--- src/rtl/softnorm_pkg.sv ---
package softnorm_pkg;
    typedef enum logic [1:0] {
        PH_LOAD  = 2'd0,
        PH_START = 2'd1,
        PH_WAIT  = 2'd2,
        PH_SEND  = 2'd3
    } phase_t;
endpackage

--- src/rtl/softnorm_regfile.sv ---
module softnorm_regfile #(
    parameter int DEPTH = 21,
    parameter int W     = 10,
    parameter int AW    = 5
) (
    input  logic          clk,
    input  logic          rst_n,
    input  logic          we,
    input  logic [AW-1:0] waddr,
    input  logic [W-1:0]  wdata,
    input  logic [AW-1:0] raddr,
    output logic [W-1:0]  rdata
);
    logic [W-1:0] cell_q [DEPTH];

    for (genvar g = 0; g < DEPTH; g++) begin : g_cell
        always_ff @(posedge clk) begin
            if (!rst_n)
                cell_q[g] <= '0;
            else if (we && (waddr == AW'(g)))
                cell_q[g] <= wdata;
        end
    end

    always_comb begin
        rdata = '0;
        for (int i = 0; i < DEPTH; i++)
            if (raddr == AW'(i)) rdata = cell_q[i];
    end
endmodule

--- src/rtl/softnorm_nearp2.sv ---
module softnorm_nearp2 #(
    parameter int DEN_W = 16,
    parameter int SH_W  = 5
) (
    input  logic [DEN_W-1:0] den,
    output logic [SH_W-1:0]  sh_n
);
    logic [SH_W-1:0] lead;
    logic            below;

    always_comb begin
        lead  = '0;
        below = 1'b0;
        for (int i = 1; i < DEN_W; i++) begin
            if (den[i]) begin
                lead  = SH_W'(i);
                below = den[i-1];
            end
        end
        sh_n = below ? lead + SH_W'(1) : lead;
    end
endmodule

--- src/rtl/softnorm_rdiv.sv ---
module softnorm_rdiv #(
    parameter int NUM_W = 10,
    parameter int DEN_W = 16,
    parameter int Q_W   = 9
) (
    input  logic             clk,
    input  logic             rst_n,
    input  logic             start,
    input  logic [NUM_W-1:0] num,
    input  logic [DEN_W-1:0] den,
    output logic             done,
    output logic [Q_W-1:0]   quot
);
    localparam int R_W  = DEN_W + 1;
    localparam int ST_W = $clog2(Q_W + 1);

    typedef struct packed {
        logic            busy;
        logic            done;
        logic [ST_W-1:0] steps;
        logic [R_W-1:0]  rem;
        logic [DEN_W-1:0] dvs;
        logic [Q_W-1:0]  q;
    } div_t;

    div_t st_d, st_q;
    logic [R_W-1:0] diff;
    logic           fits;

    always_comb begin
        st_d      = st_q;
        st_d.done = 1'b0;
        fits      = st_q.rem >= R_W'(st_q.dvs);
        diff      = fits ? st_q.rem - R_W'(st_q.dvs) : st_q.rem;
        if (start) begin
            st_d.busy  = 1'b1;
            st_d.steps = '0;
            st_d.rem   = R_W'(num);
            st_d.dvs   = den;
            st_d.q     = '0;
        end else if (st_q.busy) begin
            st_d.q     = {st_q.q[Q_W-2:0], fits};
            st_d.rem   = diff << 1;
            st_d.steps = st_q.steps + ST_W'(1);
            if (st_q.steps == ST_W'(Q_W - 1)) begin
                st_d.busy = 1'b0;
                st_d.done = 1'b1;
            end
        end
    end

    always_ff @(posedge clk) begin
        if (!rst_n) st_q <= '0;
        else        st_q <= st_d;
    end

    assign done = st_q.done;
    assign quot = st_q.q;

    // a result is flagged only after a busy cycle
    a_r8_done_after_busy: assert property (@(posedge clk) disable iff (!rst_n)
        st_q.done |-> $past(st_q.busy));
endmodule

--- src/rtl/softnorm_seq.sv ---
module softnorm_seq #(
    parameter int NCLS  = 21,
    parameter int EXP_W = 11,
    parameter int OUT_W = 8
) (
    input  logic             clk,
    input  logic             rst_n,
    input  logic             in_valid,
    output logic             in_ready,
    input  logic [EXP_W-1:0] in_exp,
    input  logic             in_last,
    input  logic             div_mode,
    output logic             out_valid,
    input  logic             out_ready,
    output logic [OUT_W-1:0] out_score,
    output logic             out_last
);
    import softnorm_pkg::*;

    localparam int MAG_W  = EXP_W - 1;
    localparam int CNT_W  = $clog2(NCLS + 1);
    localparam int DEN_W  = EXP_W + $clog2(NCLS);
    localparam int SH_W   = $clog2(DEN_W + 1);
    localparam int WIDE_W = MAG_W + OUT_W;
    localparam int Q_W    = OUT_W + 1;

    typedef struct packed {
        phase_t           phase;
        logic [CNT_W-1:0] cnt;
        logic [CNT_W-1:0] total;
        logic [CNT_W-1:0] idx;
        logic [DEN_W-1:0] den;
        logic             mode;
        logic [OUT_W-1:0] score;
    } seq_t;

    seq_t st_d, st_q;

    logic             wr_en;
    logic [MAG_W-1:0] wr_val;
    logic [MAG_W-1:0] rd_num;
    logic [SH_W-1:0]  sh_n;
    logic             div_start;
    logic             div_done;
    logic [Q_W-1:0]   div_quot;
    logic [WIDE_W-1:0] shifted;
    logic [OUT_W-1:0] shift_score;
    logic [OUT_W-1:0] exact_score;

    softnorm_regfile #(.DEPTH(NCLS), .W(MAG_W), .AW(CNT_W)) u_rf (
        .clk(clk), .rst_n(rst_n), .we(wr_en), .waddr(st_q.cnt),
        .wdata(wr_val), .raddr(st_q.idx), .rdata(rd_num)
    );

    softnorm_nearp2 #(.DEN_W(DEN_W), .SH_W(SH_W)) u_np2 (
        .den(st_q.den), .sh_n(sh_n)
    );

    softnorm_rdiv #(.NUM_W(MAG_W), .DEN_W(DEN_W), .Q_W(Q_W)) u_div (
        .clk(clk), .rst_n(rst_n), .start(div_start), .num(rd_num),
        .den(st_q.den), .done(div_done), .quot(div_quot)
    );

    always_comb begin
        wr_val      = in_exp[EXP_W-1] ? '0 : in_exp[MAG_W-1:0];
        shifted     = {rd_num, {OUT_W{1'b0}}} >> sh_n;
        shift_score = (shifted >> OUT_W) != '0 ? {OUT_W{1'b1}} : shifted[OUT_W-1:0];
        exact_score = div_quot[OUT_W] ? {OUT_W{1'b1}} : div_quot[OUT_W-1:0];
    end

    always_comb begin
        st_d      = st_q;
        in_ready  = 1'b0;
        out_valid = 1'b0;
        wr_en     = 1'b0;
        div_start = 1'b0;
        unique case (st_q.phase)
            PH_LOAD: begin
                in_ready = 1'b1;
                if (in_valid) begin
                    wr_en    = 1'b1;
                    st_d.den = st_q.den + DEN_W'(wr_val);
                    st_d.cnt = st_q.cnt + CNT_W'(1);
                    if (in_last || st_q.cnt == CNT_W'(NCLS - 1)) begin
                        st_d.total = st_q.cnt + CNT_W'(1);
                        st_d.mode  = div_mode;
                        st_d.idx   = '0;
                        st_d.phase = PH_START;
                    end
                end
            end
            PH_START: begin
                if (st_q.den == '0) begin
                    st_d.score = '0;
                    st_d.phase = PH_SEND;
                end else if (st_q.mode) begin
                    st_d.score = shift_score;
                    st_d.phase = PH_SEND;
                end else begin
                    div_start  = 1'b1;
                    st_d.phase = PH_WAIT;
                end
            end
            PH_WAIT: begin
                if (div_done) begin
                    st_d.score = exact_score;
                    st_d.phase = PH_SEND;
                end
            end
            PH_SEND: begin
                out_valid = 1'b1;
                if (out_ready) begin
                    if (st_q.idx == st_q.total - CNT_W'(1)) begin
                        st_d.phase = PH_LOAD;
                        st_d.cnt   = '0;
                        st_d.den   = '0;
                    end else begin
                        st_d.idx   = st_q.idx + CNT_W'(1);
                        st_d.phase = PH_START;
                    end
                end
            end
            default: st_d.phase = PH_LOAD;
        endcase
    end

    always_ff @(posedge clk) begin
        if (!rst_n) st_q <= '0;
        else        st_q <= st_d;
    end

    assign out_score = st_q.score;
    assign out_last  = out_valid && (st_q.idx == st_q.total - CNT_W'(1));

    // input and output phases never overlap
    a_r6_no_overlap: assert property (@(posedge clk) disable iff (!rst_n)
        !(in_ready && out_valid));

    // a stalled score is held unchanged
    a_r7_hold: assert property (@(posedge clk) disable iff (!rst_n)
        (out_valid && !out_ready) |=> (out_valid && $stable(out_score) && $stable(out_last)));

    // accumulation never wraps while a vector is collected
    a_r10_den_no_wrap: assert property (@(posedge clk) disable iff (!rst_n)
        (in_valid && in_ready) |=> (st_q.den >= $past(st_q.den)));

    // zero denominator yields zero scores
    a_r4_zero_den: assert property (@(posedge clk) disable iff (!rst_n)
        (out_valid && st_q.den == '0) |-> (out_score == '0));

    // chosen power of two brackets the denominator
    a_r3_pow_bracket: assert property (@(posedge clk) disable iff (!rst_n)
        (st_q.phase == PH_START && st_q.mode && st_q.den != '0) |->
        (((DEN_W+2)'(1) << sh_n) <= ((DEN_W+2)'(st_q.den) << 1) &&
         ((DEN_W+2)'(st_q.den) < ((DEN_W+2)'(1) << sh_n) * (DEN_W+2)'(2))));

    // the output index stays inside the received count
    a_r1_idx_range: assert property (@(posedge clk) disable iff (!rst_n)
        out_valid |-> (st_q.idx < st_q.total));
endmodule

--- config.mk ---
export PLATFORM = sky130hd
export DESIGN_NAME = softnorm_seq
export DESIGN_NICKNAME = d
export VERILOG_FILES = /design/src/rtl/softnorm_pkg.sv /design/src/rtl/softnorm_regfile.sv /design/src/rtl/softnorm_nearp2.sv /design/src/rtl/softnorm_rdiv.sv /design/src/rtl/softnorm_seq.sv
export SDC_FILE = /design/constraint.sdc
export NUM_CORES = 1
export LEC_CHECK = 0
export CORE_ASPECT_RATIO = 1.1
export CORE_MARGIN = 2
export CORE_UTILIZATION = 40
export DETAILED_ROUTE_END_ITERATION = 6
export SLEW_MARGIN = 10
export SYNTH_ARGS = -nofsm -noshare
export SYNTH_HDL_FRONTEND = slang
export SYNTH_SLANG_ARGS = --single-unit
--- constraint.sdc ---
create_clock -name clk -period 4.8 [get_ports clk]
set_clock_uncertainty 0.1 [all_clocks]
set_input_delay 0.96 -clock clk [delete_from_list [all_inputs] [get_ports clk]]
set_output_delay 0.96 -clock clk [all_outputs]
set_load 0.01 [all_outputs]
==> results of run 1 <==
[where the power goes]
part	leakage, nW	internal, mW	switching (mW)
Clock	0.548	1.58	1.08
Sequential	2.90	2.99	0.206
Combinational	3.41	1.43	2.20
[final cells by class]
| type | count | area [um^2] |
|---|---|---|
| fill | 4093 | 23200 |
| inverter | 81 | 304 |
| clock inverter | 16 | 184 |
| clock buffer | 46 | 927 |
| sequential | 300 | 8110 |
| tap | 567 | 709 |
| multi-input combinational | 1348 | 8150 |
| timing repair buffer | 99 | 836 |
[repair_timing]
action | 4_1_cts | 5_1_grt
endpoints found under the hold margin | 0 | 0
gates resized for setup | 0 | 1
setup endpoints to repair | 0 | 7
[tightest hold or removal path: stages (launching register included)]
cell and delay [ps]:
dfxtp_1 310, nand2_1 50, a21oi_1 50
[per-stage QoR]
stage / power, mW / utilization, % / std cells / worst slack (ps) / hold slack [ps]
finish: 9.49 / 45.3 / 2457 / 259 / 355
global route: 9.99 / 45.3 / 2457 / 6.83 / 371
CTS: 9.50 / 45.3 / 2457 / 255 / 359
detailed placement: 6.83 / 42.7 / 2395 / 308 / 351
global placement: 6.77 / 42.7 / 2395 / 352 / 348
floorplan: 5.84 / - / 1863 / 805 / 336
[flip-flops by register name, indices dropped and copies added (netlist names)]
name         flops
u_div.st_q      38
u_div.quot       9
u_rf.cell_q    210
u_div.done       1
st_q            34
out_score        8
[layout by cell type, fill, tap and decap left out, types with 8 or more instances in the layout]
| cell | instances |
|---|---|
| nand3b_1 | 8 |
| o21bai_1 | 9 |
| dfxtp_1 | 88 |
| o22ai_1 | 18 |
| ha_1 | 42 |
| a21o_1 | 14 |
| buf_4 | 70 |
| a211oi_1 | 23 |
| o21ai_0 | 113 |
| and2_1 | 9 |
| nand3_1 | 32 |
| xor2_1 | 8 |
| a22oi_1 | 20 |
| nor2_1 | 348 |
| xnor2_1 | 21 |
| nand2b_1 | 46 |
| o32ai_1 | 8 |
| or3_1 | 14 |
| clkdlybuf4s50_1 | 27 |
| edfxtp_1 | 210 |
| inv_1 | 80 |
| nor2b_1 | 25 |
| mux2i_1 | 34 |
| a31oi_1 | 15 |
| nor4_1 | 9 |
| nand4_1 | 11 |
| o211ai_1 | 19 |
| clkbuf_16 | 35 |
| clkbuf_1 | 10 |
| nor3_1 | 36 |
| nand4bb_1 | 10 |
| a21oi_1 | 110 |
| and3_1 | 17 |
| nand2_1 | 132 |
[metal layers]
layer	vias up	wire [um]	share of wire [%]
met5	-	0	0
met4	0	1650	2.9
met3	96	3600	6.4
met2	564	27000	48
met1	7253	24200	43
li1	6756	-	-
[final timing paths]
| path | cells after the start | end | slack (ps) |
|---|---|---|---|
| max | 15 | out_score[4] | 260 |
| min reg2reg | 2 | u_div.st_q[23] | 360 |
| min | 2 | u_div.st_q[23] | 360 |
| max reg2reg | 15 | out_score[4] | 260 |
[logic make-up after synthesis]
family,Yosys count,synth area share (%)
buffers and inverters,215,5.58
adders and majority gates,46,3.43
DFF,300,47.1
xor gates and xnor gates,29,1.48
AOI/OAI and AO/OA,480,18.7
and+or+nand+nor,751,21.2
muxes,42,2.49
==> impl_metrics.ini, run 1 <==
[status]
status = finished clean

[floorplanning]
dieArea_um2 = 44700
initial_core_util_pct = 40.6
core.rowCount = 79
die_w_um = 202
ios = 28
core-area_um2 = 42400
fp.dieH_um = 222

[clock_tree]
htreeDepth = 2
tritoncts = built
path_clk_slew_ps = 60
clkLatencyLatePin_ps = 550
cts_hold_repair.buffers = 0
cts_buffer_depth = 3
cts_setup_buffers = 0
clockRootBuffer = clkbuf_16
cts_buffers = 35
clock-sinks = 300

[global_route]
grt-ovfl-total = 0
grt_pass1_wl_um = 86100
met1_usage_pct = 33.5
antenna_found_initial = 0
grt_util_met2_pct = 41.4
grt_pass1_vias = 14000
grtUsageMet3_pct = 3.47
grt_max_degree = 52
grt_busiest_layer = met2
grt_usage_pct = 25.0

[route]
routed-via-count = 14700
wl_per_cell_um = 23.0
drc = 0
firstDrtPassIters = 5
ant_nets = 0
drt_iter0_drc = 1514
drt_wl_total_um = 56500
viasPerCell = 5.97

[finish]
nNetsFinal = 1928
n_antenna_cell = 0
finalInstanceArea_um2 = 19200
layout-drive-gt1-share_pct = 9.21
syn_to_final_growth_pct = 11.7

[synth]
syn_nets = 1926
yosys-top-cells-count = 348 x nor2_1, 210 x edfxtp_1, 132 x nand2_1, 113 x o21ai_0, 110 x a21oi_1
avgSynthCellArea_um2 = 9.24
ys_ff_latch = 300
synth_top_area_share_pct = 36.6
yosysMostFrequentCell = nor2_1
yosysWarnings = 0
synth_edf_count = 210
synth_top_area_cell = edfxtp_1
synthArstFlopShare_pct = 0
syn_area_um2 = 17200
synth_ff_type = edfxtp_1
synthTopCellsByArea = edfxtp_1 37%, dfxtp_1 10%, nor2_1 7.6%
synth_seq_area_share_pct = 47.1
synth_cells = 1863
ys_types = 104

[critical_path]
rr_startpoint = st_q[25]
crit_path_start_kind = register
critical_path_class = register to register
setup.worst_path.start = st_q[25]
critPathRequiredTime_ps = 5070
cp_max_fo = 15
path_delay_family = compound AO/OA/AOI/OAI gates
max_stage_delay_ps = 470
cp.arrival_ps = 4810
critPathBufInv = 3
critical_path.endpoint_type = register
cp_slowest_cell = ha_1
path_cells = inv_1 > ha_1 > buf_4 > nand2_1 > o21ai_0 > a32oi_1 > a2111oi_1 > buf_4 > or3_1 > nand3b_1 > o311a_1 > a211oi_2 > o211ai_2 > o21ai_4 > a41oi_1
cpMostUsedCell = buf_4

[power_and_ir_drop]
leakage_nw = 6.86
power_density_nw_per_um2 = 493
ir_worst_vdd_mv = 0.350

[sta]
rsz0062_at_grt = no
worst_pin_slew_ps = 1120
slew_viol_final = 0
fmax_ghz = 0.220
hold_viol = 0
max-slew-margin-rel_pct = 25.2
fin_crit_sh_pct = 94.6
finalCriticalPeriod_ps = 4540
fin_setup_tns_ps = 0
setup-violations-final = 0

[hold_path]
hold_class = register to register
hold_start = u_div.st_q[23]

[placed_design]
post-dp-hpwl_um = 40500
post_dp_cell_area_um2 = 18100
gp_congestion = 1.01
io_buffer_count = 27

[flow_run]
maxCapViolations = 0
Power figures use the tool's default switching activity.
==> run 2, diff against run 1 <==
GPL_TIMING_DRIVEN = 0   (was unset)
clock period = 3.7 ns   (was 4.8 ns; I/O delays follow)
==> impl_metrics.ini, run 2 (same netlist as run 1, synthesis figures left out) <==
[status]
status = finished, violations left
failed_checks = setup timing

[global_route]
grt_pass1_vias = 15100
grt_pass1_wl_um = 99700
grt_max_degree = 14
antenna_found_initial = 1
grt-ovfl-total = 0
grt_usage_pct = 30.3

[power_and_ir_drop]
ir_worst_vdd_mv = 0.319
power_density_nw_per_um2 = 623
intPower_mw = 7.88
seqPwrFrac_pct = 31.6
leakage_nw = 7.39
comb_power_share_pct = 42.5
p_sw_mw = 5.05
sw_frac_of_total_pct = 39.0
power_mw = 12.9
clkPwrFrac_pct = 25.8

[sta]
setup_ws_ps = -401
slew_viol_final = 0
finalCriticalPeriod_ps = 4100
fin_crit_sh_pct = 111
fin_setup_tns_ps = -2790
max-slew-margin-rel_pct = 14.6
hold_viol = 0
rsz0062_at_grt = yes
worst_pin_slew_ps = 1280
setup-violations-final = 8
fmax_ghz = 0.244

[floorplanning]
fp.dieH_um = 222
dieArea_um2 = 44700
ios = 28
core-area_um2 = 42400
initial_core_util_pct = 40.6
die_w_um = 202
core.rowCount = 79

[placed_design]
post_dp_cell_area_um2 = 18400
io_buffer_count = 27
gp_congestion = 1.01
dp_slack_ps = -1590
post-dp-hpwl_um = 49600

[finish]
final_cell_mix = 345 x nor2_1, 210 x edfxtp_1, 131 x nand2_1
syn_to_final_growth_pct = 20.6
n_antenna_cell = 0
finalInstanceArea_um2 = 20800
top_regs = u_rf.cell_q (210), u_div.st_q (38), st_q (34)
largest_reg_flops = 210
regMostFlops = u_rf.cell_q
nNetsFinal = 2040
final_util_pct = 48.9
final_common_cell = nor2_1
layout-drive-gt1-share_pct = 16.1

[route]
firstDrtPassIters = 6
drc = 0
viasPerCell = 6.11
ant_nets = 0
wl_per_cell_um = 26.8
drt_wl_total_um = 68800
routed-via-count = 15700
drt_iter0_drc = 2041

[critical_path]
critical_path_class = register to register
critPathRequiredTime_ps = 4020
cp_max_fo = 8
cp.arrival_ps = 4420
critical_path.endpoint_type = register
crit_path_start_kind = register

[clock_tree]
clock-sinks = 300
clockRootBuffer = clkbuf_16
cts_buffer_depth = 3
htreeDepth = 2
path_clk_slew_ps = 60
clkLatencyLatePin_ps = 590
tritoncts = built
cts_hold_repair.buffers = 0
cts_buffers = 35

[hold_path]
hold_class = register to register

[flow_run]
maxCapViolations = 0
[run 2: cell type report]
class	instances	area (um^2)
Timing Repair Buffer	80	691
Fill cell	4026	21700
Sequential cell	300	8120
Clock inverter	19	126
Buffer	131	908
Multi-Input combinational cell	1348	8950
Tap cell	567	709
Clock buffer	45	923
Inverter	81	320
[run 2: critical path, stage by stage (launching register included)]
cell       delay (ps)
dfxtp_4           370
ha_4              190
buf_8             130
buf_12            120
buf_12            120
and3_4            180
ha_4              180
clkbuf_16         180
a211oi_4          280
o21ai_1           150
a221oi_2          190
buf_4             200
a21oi_1            90
a211oi_2          370
a311o_1           360
a21o_1            210
o22ai_4           110
o21ai_4           240
a41oi_2           150
[run 2: per-stage QoR]
step | instances | hold slack, ps
final | 2571 | 357
after global routing | 2571 | 381
after CTS | 2563 | 358
after detailed placement | 2473 | 351
after global placement | 2457 | 349
after floorplan | 1863 | 336
[run 2: what timing repair did]
action                                  in CTS  in global routing
resized for setup                          176                 57
endpoints found under the setup margin      36                 27
setup buffers                               28                  9
pin swaps                                   46                 20
[run 2: metal layers]
metal  wire length [um]  global-route usage, %
met1              27300                   39.7
met2              30800                   47.4
met3               6260                   5.47
met4               4400                   17.1
met5                 13                      0
[run 2: worst paths after layout]
kind,start,end,slack (ps),depth (start not counted)
min,u_div.st_q[16],u_div.st_q[16],360,2
min reg2reg,u_div.st_q[16],u_div.st_q[16],360,2
max,st_q[25],out_score[2],-400,18
max reg2reg,st_q[25],out_score[2],-400,18
[run 2: power groups by stage]
stage	clock network, mW	registers (mW)	logic, mW
after CTS	3.35	4.08	5.25
after floorplan	0	4.07	3.52
after global routing	3.47	4.12	5.91
after detailed placement	0	4.15	4.80
final	3.34	4.09	5.50
after global placement	0	4.15	4.75
